$ cat src/rtl/rotMacPkg.sv
package rotMacPkg;
  parameter int PIX_W      = 8;
  parameter int CODE_W     = 8;
  parameter int ACC_W      = 20;
  parameter int REG_W      = 16;
  parameter int FRAC       = 6;
  parameter int PER_CYCLE  = 2;
  parameter int NUM_MICRO  = 6;

  localparam int NUM_PAIRS = NUM_MICRO / PER_CYCLE;
  localparam int PAIR_W    = (NUM_PAIRS > 1) ? $clog2(NUM_PAIRS) : 1;
  localparam int SEL_BIT   = CODE_W - 1;
  localparam int KIND_BIT  = CODE_W - 2;
  localparam int MICRO_TOP = NUM_MICRO - 1;

  typedef struct packed {
    logic              load;
    logic              advance;
    logic [PAIR_W-1:0] pairIdx;
  } rotStrobe_t;
endpackage

$ cat src/rtl/rotMacCtrl.sv
module rotMacCtrl
  import rotMacPkg::*;
(
  input  logic       clk,
  input  logic       rst,
  input  logic       start,
  output rotStrobe_t strobe,
  output logic       done
);
  logic              busy;
  logic [PAIR_W-1:0] pairCnt;

  always_ff @(posedge clk) begin
    if (rst) begin
      busy    <= 1'b0;
      pairCnt <= '0;
      done    <= 1'b0;
    end else begin
      done <= 1'b0;
      if (busy) begin
        if (pairCnt == PAIR_W'(NUM_PAIRS - 1)) begin
          busy    <= 1'b0;
          pairCnt <= '0;
          done    <= 1'b1;
        end else begin
          pairCnt <= pairCnt + 1'b1;
        end
      end else if (start) begin
        busy    <= 1'b1;
        pairCnt <= '0;
      end
    end
  end

  assign strobe.load    = !busy && start;
  assign strobe.advance = busy;
  assign strobe.pairIdx = pairCnt;
endmodule

$ cat src/rtl/rotMacPath.sv
module rotMacPath
  import rotMacPkg::*;
(
  input  logic                     clk,
  input  logic                     rst,
  input  rotStrobe_t               strobe,
  input  logic [PIX_W-1:0]         pixel,
  input  logic [CODE_W-1:0]        code,
  input  logic signed [ACC_W-1:0]  psumIn,
  output logic signed [ACC_W-1:0]  psumOut
);
  localparam int PAD  = REG_W - PIX_W - FRAC;
  localparam int SC_W = REG_W + 2;

  logic signed [REG_W-1:0]  xR, yR;
  logic [CODE_W-1:0]        codeR;
  logic signed [ACC_W-1:0]  accR;

  // coarse pre-rotation applied to the freshly loaded operands
  logic signed [REG_W-1:0] x0, xC, yC;
  assign x0 = {{PAD{1'b0}}, pixel, {FRAC{1'b0}}};

  always_comb begin
    xC = x0;
    yC = '0;
    if (code[SEL_BIT]) begin
      if (code[KIND_BIT]) begin
        xC = x0;
        yC = x0 >>> 1;
      end else begin
        xC = '0;
        yC = x0;
      end
    end
  end

  // micro-rotations for the current cycle
  logic signed [REG_W-1:0] xStep [PER_CYCLE+1];
  logic signed [REG_W-1:0] yStep [PER_CYCLE+1];
  assign xStep[0] = xR;
  assign yStep[0] = yR;

  for (genvar k = 0; k < PER_CYCLE; k++) begin : g_micro
    logic [3:0] sh;
    logic       dirPos;
    assign sh     = 4'((int'(strobe.pairIdx) * PER_CYCLE) + k + 1);
    assign dirPos = codeR[MICRO_TOP - (int'(sh) - 1)];
    always_comb begin
      if (dirPos) begin
        xStep[k+1] = xStep[k] - (yStep[k] >>> sh);
        yStep[k+1] = yStep[k] + (xStep[k] >>> sh);
      end else begin
        xStep[k+1] = xStep[k] + (yStep[k] >>> sh);
        yStep[k+1] = yStep[k] - (xStep[k] >>> sh);
      end
    end
  end

  always_ff @(posedge clk) begin
    if (rst) begin
      xR    <= '0;
      yR    <= '0;
      codeR <= '0;
      accR  <= '0;
    end else if (strobe.load) begin
      xR    <= xC;
      yR    <= yC;
      codeR <= code;
      accR  <= psumIn;
    end else if (strobe.advance) begin
      xR <= xStep[PER_CYCLE];
      yR <= yStep[PER_CYCLE];
    end
  end

  // reciprocal gain correction, chosen by whether the atan(1/2) stage ran
  logic signed [SC_W-1:0] yW, scaled, product;
  logic                   extraGain;
  assign yW        = SC_W'(yR);
  assign extraGain = codeR[SEL_BIT] & codeR[KIND_BIT];

  always_comb begin
    if (extraGain)
      scaled = (yW >>> 1) + (yW >>> 2) + (yW >>> 6) + (yW >>> 9) + (yW >>> 11);
    else
      scaled = yW - (yW >>> 3) - (yW >>> 6) - (yW >>> 11);
    product = scaled >>> FRAC;
  end

  assign psumOut = accR + ACC_W'(product);
endmodule

$ cat src/rtl/rotMac.sv
module rotMac
  import rotMacPkg::*;
(
  input  logic                    clk,
  input  logic                    rst,
  input  logic                    start,
  input  logic [7:0]              pixel,
  input  logic [7:0]              code,
  input  logic signed [19:0]      psumIn,
  output logic signed [19:0]      psumOut,
  output logic                    done
);
  rotStrobe_t strobe;

  rotMacCtrl i_ctrl (
    .clk    (clk),
    .rst    (rst),
    .start  (start),
    .strobe (strobe),
    .done   (done)
  );

  rotMacPath i_path (
    .clk     (clk),
    .rst     (rst),
    .strobe  (strobe),
    .pixel   (pixel),
    .code    (code),
    .psumIn  (psumIn),
    .psumOut (psumOut)
  );
endmodule

$ cat config.mk
export PLATFORM = sky130hd
export DESIGN_NAME = rotMac
export DESIGN_NICKNAME = d
export VERILOG_FILES = /design/src/rtl/rotMacPkg.sv /design/src/rtl/rotMacCtrl.sv /design/src/rtl/rotMacPath.sv /design/src/rtl/rotMac.sv
export SDC_FILE = /design/constraint.sdc
export NUM_CORES = 1
export LEC_CHECK = 0
export BUFFER_PORTS_ARGS = -buffer_cell sky130_fd_sc_hd__clkbuf_2
export CORE_MARGIN = 10
export CORE_UTILIZATION = 30
export DETAILED_ROUTE_END_ITERATION = 10
export RECOVER_POWER = 100
export REMOVE_ABC_BUFFERS = 1
export SLEW_MARGIN = 0
export SYNTH_ARGS = -nofsm -noshare
export SYNTH_HDL_FRONTEND = slang
export SYNTH_HIERARCHICAL = 1
export SYNTH_SLANG_ARGS = --single-unit
export TNS_END_PERCENT = 20
$ cat constraint.sdc
create_clock -name clk -period 8.07 [get_ports clk]
set_input_delay 1.614 -clock clk [delete_from_list [all_inputs] [get_ports clk]]
set_output_delay 1.614 -clock clk [all_outputs]
set_load 0.02 [all_outputs]
==> metrics.yaml, run 1 <==
outcome: "complete, but fails checks"
violations: "capacitance limit, slew limit, setup timing"
fin_crit_sh_pct: 101.3
h-tree-depth: 3
layout_setup_ws_ns: -0.1059
yosys-top-cells-area: "ha_1 14%, dfxtp_1 10%, fa_1 8.0%"
synth_top_area_cell: "ha_1"
grt_antenna_before_repair: 0
synth_top_area_share_pct: 13.92
drt_iter0_markers: 1015
crit_arrival_ns: 6.56
fin_tns_setup_ns: -0.1407
cts_buffers: 9
final_cell_mix: "204 x buf_4, 188 x nor2_1, 138 x ha_1, 118 x nand2_1, 100 x a21oi_1"
via_per_inst: 5.581
overflow: 0
clock_sinks: 64
multi_input_area_um2: 10860
tightest_slew_ns: 2.409
endpoint_kind: "primary output"
r2r_start: "i_path/yR[11]"
r2r_cells: 33
layout-drive-gt1-share_pct: 20.78
cts_max_path_buffers: 2
synth-seq-cells: 64
synth_mux_area_share_pct: 9.085
synth_edf_count: 0
cts_tree: "done"
wl_per_cell_um: 20.37
critical_path_class: "flop to primary output"
io_pins: 60
setup_viol: 2
final_common_cell: "buf_4"
synth_top_family_by_area: "compound AO/OA/AOI/OAI gates"
crit_path_start_kind: "flop"
yosys.area_share.xor_xnor_pct: 8.625
avgSynthCellArea_um2: 7.787
wirelength_um: 47900
place_congestion: 1.011
rsz0062_at_grt: "true"
netlist_area_um2: 12490
grt_pass1_vias: 12557
slew_headroom_pct: -60.63
post-route-min-period_ns: 8.176
dieArea_um2: 50200
crit_start: "i_path/yR[3]"
synth_compound_area_share_pct: 25.70
seq_area_frac_synth_pct: 10.26
area_growth_pct: 22.83
drc: 0
hpwl_um: 39500
drt_pass1_iterations: 6
die_h_um: 224.1
cts_hold_buffers: 0
cts-root-buf: "clkbuf_16"
fillerInstances: 4313
fmax_ghz: 0.1223
critPathMaxFanout: 4
synth_cell_types: 96
nNetsFinal: 2042
synthCells: 1604
async_flop_share_pct: 0
grt_max_degree: 53
ys_warn_count: 6
final-hold-violation-count: 0
yosys.area_share.adder_pct: 21.94
vias: 13122
drv_cap: 1
ff_latch_area_um2: 1294
grt_usage_pct: 18.33
antenna_cells: 0
finClkSkew_ns: 0.009767
clkTransAtPathRegs_ns: 0.06
reg2reg_to: "i_path/yR[14]"
cp_data_required_time_ns: 6.46
rows: 74
slew_violations: 53
port-buffer-count: 59
reg2reg_setup_slack_ns: 0.17
ant_nets: 0
die_x_um: 224.1
worstSkewPairLatency_ns: 0.34
endpoint: "psumOut[18]"
initial_utilization_pct: 30.45
synthSimpleGateAreaFrac_pct: 19.64
ys.flop_type: "dfxtp_1"
core_area_um2: 41020
grt_pass1_wl_um: 72930
hold_class: "flop to flop"
registers in the layout (all words and copies together) (netlist names):
signal          flops
i_ctrl/busy         1
i_path/codeR        8
i_ctrl/pairCnt      2
i_path/accR        20
i_path/xR          16
i_ctrl/done         1
i_path/yR          16
logic make-up after synthesis:
group | Yosys count
XOR/XNOR | 119
AND/OR/NAND/NOR | 513
adder cells (fa/ha/maj) | 189
AO/OA/AOI/OAI | 472
flip-flops | 64
multiplexers | 97
buffers and inverters | 150
per-layer routing:
layer  GRT usage, %  routed length, µm  up-vias
li1               -                  -     6316
met4          5.222               1143        0
met1          25.26              21820     6331
met2          28.77              21220      418
met5              0                  0        -
met3          3.096               3712       57
through the flow:
| step | cells | setup WS, ns | instance area (µm²) | hold WS, ns | util [%] |
|---|---|---|---|---|---|
| floorplan | 1533 | -1.687 | 12190 | 0.4544 | - |
| global placement | 2327 | -0.07804 | 14690 | 0.4774 | 35.82 |
| detailed placement | 2327 | -0.2442 | 14690 | 0.4862 | 35.82 |
| CTS | 2347 | -0.1411 | 15160 | 0.4982 | 36.95 |
| global route | 2351 | -0.3479 | 15340 | 0.5260 | 37.40 |
| finish | 2351 | -0.1059 | 15340 | 0.4975 | 37.40 |
cell usage after synthesis (all sizes together), types with 11 or more instances:
cell type / n
a21oi: 115
xnor2: 80
mux2: 18
mux4: 11
o31ai: 18
buf: 16
inv: 75
ha: 139
o21bai: 14
or3: 11
and3: 14
nand4: 11
o21ai: 85
fa: 50
nor2b: 15
nor2: 190
clkbuf: 55
a21o: 30
mux2i: 68
a211oi: 31
nand2b: 17
nand2: 118
dfxtp: 64
nor3: 42
o21a: 33
o211ai: 18
a211o: 12
xor2: 37
a31oi: 18
nand3: 30
and2: 13
how the worst min path moves through the flow:
stage | depth (start not counted) | slack [ns] | from | end
floorplan | 2 | 0.45 | i_path/codeR[0] | i_path/codeR[0]
global placement | 2 | 0.48 | i_path/codeR[0] | i_path/codeR[0]
detailed placement | 2 | 0.49 | i_path/codeR[2] | i_path/codeR[2]
CTS | 2 | 0.50 | i_path/codeR[2] | i_path/codeR[2]
global route | 2 | 0.53 | i_path/accR[14] | i_path/accR[14]
finish | 2 | 0.50 | i_path/codeR[2] | i_path/codeR[2]
area by class of cell:
type / count / area share (%)
Clock buffer: 9 / 1.468
Clock inverter: 7 / 0.6687
Inverter: 79 / 1.933
Multi-Input combinational cell: 1390 / 70.80
Sequential cell: 64 / 8.433
Tap cell: 532 / 4.339
Timing Repair Buffer: 270 / 12.36
worst max-delay path, stage by stage (launching register included):
cell	delay (ns)
dfxtp_4	0.36
fa_1	0.55
fa_1	0.43
fa_1	0.44
ha_1	0.30
and4b_1	0.17
o21a_1	0.16
o21a_1	0.17
o21ai_2	0.18
a21boi_2	0.09
o21a_1	0.21
o211ai_1	0.23
buf_4	0.16
a21oi_4	0.07
or4_4	0.49
a21oi_2	0.14
nor2_1	0.08
ha_1	0.31
a21oi_2	0.16
o21bai_1	0.09
a21oi_2	0.18
nor2b_2	0.07
o41a_1	0.34
a41o_1	0.22
o41ai_2	0.28
xnor2_1	0.16
buf_4	0.17
what timing repair did:
item	4_1_cts	5_1_grt
endpoints found under the setup margin	11	19
buffers inserted	4	4
resized for setup	28	55
pin swaps	15	15
Power of run 1 is left out: the tool's default activity adds up to more than one toggle a clock period on the data nets, which glitch-free logic cannot reach.
==> run 2: changes to the inputs <==
Clock period 8.07 ns to 7.5 ns, I/O delays scaled along.
==> run 2 against run 1 <==
Effect of this change: the run still ends with capacitance limit, slew limit, setup timing left; sequential share of layout area down 1.1 points; final area is 14% higher; die area unchanged; clock skew is 0.00064 ns higher; cell count rose by 10%; first-iteration DRC count grew 21%; sequential cell count unchanged; critical path depth increased by 1.
==> metrics.yaml, run 2 (synthesized netlist as in run 1, its figures left out) <==
drv_cap: 1
cts_tree: "done"
reg.largest.list: "i_path/accR x20, i_path/xR x16, i_path/yR x16"
worstSkewPairLatency_ns: 0.35
setup_viol: 18
h-tree-depth: 3
crit_arrival_ns: 6.61
outcome: "complete, but fails checks"
dieArea_um2: 50200
multi_input_area_um2: 11180
r2r_start: "i_ctrl/pairCnt[0]"
violations: "capacitance limit, slew limit, setup timing"
placed_area_um2: 16450
nNetsFinal: 2283
finClkSkew_ns: 0.01041
hpwl_um: 41370
cts_hold_buffers: 0
cts-root-buf: "clkbuf_16"
ff_latch_area_um2: 1292
cpMaxStageDelayCell: "fa_1"
io_pins: 60
die_x_um: 224.1
area_growth_pct: 40.23
grt_antenna_before_repair: 2
grt_pass1_wl_um: 77740
min_path_cells: 2
clkTransAtPathRegs_ns: 0.06
hold_class: "flop to flop"
max_stage_delay_ns: 0.57
final-hold-violation-count: 0
overflow: 0
reg2reg_setup_slack_ns: -0.31
hold_start: "i_path/codeR[5]"
cp_data_required_time_ns: 6.00
final_cell_mix: "445 x buf_4, 181 x nor2_1, 137 x ha_1, 118 x nand2_1, 91 x a21oi_1"
critical_path_class: "flop to primary output"
ant_nets: 0
die_h_um: 224.1
grt_max_degree: 53
r2r_cells: 34
rows: 74
slew_violations: 53
crit_path_start_kind: "flop"
min_to: "i_path/codeR[5]"
wirelength_um: 50390
critPathMaxFanout: 4
cts_max_path_buffers: 2
fmax_ghz: 0.1234
place_congestion: 1.005
core_area_um2: 41020
cts_buffers: 9
grt_pass1_vias: 14033
rsz0062_at_grt: "true"
fin_crit_sh_pct: 108.1
port-buffer-count: 59
post-route-min-period_ns: 8.106
drt_iter0_markers: 1225
via_per_inst: 5.499
reg2reg_to: "i_path/xR[13]"
wl_per_cell_um: 19.43
drt_pass1_iterations: 8
fin_area_um2: 17520
largest_register_ffs: 20
endpoint_kind: "primary output"
layout-drive-gt1-share_pct: 32.86
fillerInstances: 4149
tightest_slew_ns: 2.350
vias: 14259
grt_usage_pct: 19.30
final_common_cell: "buf_4"
layout_setup_ws_ns: -0.6065
fin_util_pct: 42.70
slew_headroom_pct: -56.68
largest_register: "i_path/accR"
clock_sinks: 64
initial_utilization_pct: 30.45
drc: 0
[run 2: cell count changes in the layout (fill, tap and decap cells not counted), moves of 5 or more]
cell and change:
a21oi_2 +8, buf_4 +241, nor2_1 -7, buf_6 +5, clkbuf_1 -6, o21ai_0 -12
o21ai_1 +8, a21oi_1 -9, nor2_2 +6
[run 2: layer usage]
metal / vias to the layer above / track usage, % / share of wire [%] / wire, µm
li1: 6800 / - / - / -
met1: 6913 / 26.47 / 45 / 22910
met2: 488 / 31.13 / 46 / 22970
met3: 58 / 2.613 / 6.6 / 3345
met4: 0 / 5.024 / 2.3 / 1167
met5: - / 0 / 0 / 0
[run 2: timing repair]
item,CTS,global route
pin swaps,31,46
setup buffers,4,10
resized for setup,66,118
setup endpoints to repair,21,26
cloned,0,1
[run 2: layout make-up]
type	count	area share (%)
Clock inverter	6	0.3857
Sequential cell	64	7.379
Inverter	79	1.693
Multi-Input combinational cell	1390	63.83
Timing Repair Buffer	511	21.53
Tap cell	532	3.800
Clock buffer	10	1.364
Antenna cell	1	0.01429
[run 2: per-stage QoR]
stage          hold WS (ns)  setup slack (ns)  instances  TNS, ns
4_1_cts              0.4999           -0.5387       2581   -3.025
3_5_place_dp         0.4851           -0.7812       2561   -5.561
2_1_floorplan        0.4544            -2.257       1533   -33.72
6_report             0.4890           -0.6065       2593   -4.884
5_1_grt              0.5359           -0.8696       2593   -14.60
3_3_place_gp         0.4804           -0.6030       2561   -3.793
[run 2: worst max-delay path, delay by kind of cell, from the launching register on]
| family | cells | cell delay, ns |
|---|---|---|
| AO/OA/AOI/OAI | 13 | 2.04 |
| XOR/XNOR | 1 | 0.27 |
| adder cells (fa/ha/maj) | 5 | 2.07 |
| buffers and inverters | 4 | 0.65 |
| flip-flops | 1 | 0.36 |
| AND/OR/NAND/NOR | 4 | 0.87 |
[run 2: worst max path at each step]
stage          cells after the start             to  slack [ns]               from
5_1_grt                           27    psumOut[19]       -0.87       i_path/yR[3]
3_3_place_gp                      27    psumOut[18]       -0.60       i_path/yR[3]
4_1_cts                           26    psumOut[18]       -0.54       i_path/yR[8]
2_1_floorplan                     32  i_path/yR[14]       -2.26  i_ctrl/pairCnt[0]
6_report                          27    psumOut[19]       -0.61       i_path/yR[3]
3_5_place_dp                      29    psumOut[18]       -0.78       i_path/yR[3]
Power of run 2 is left out for the same reason.
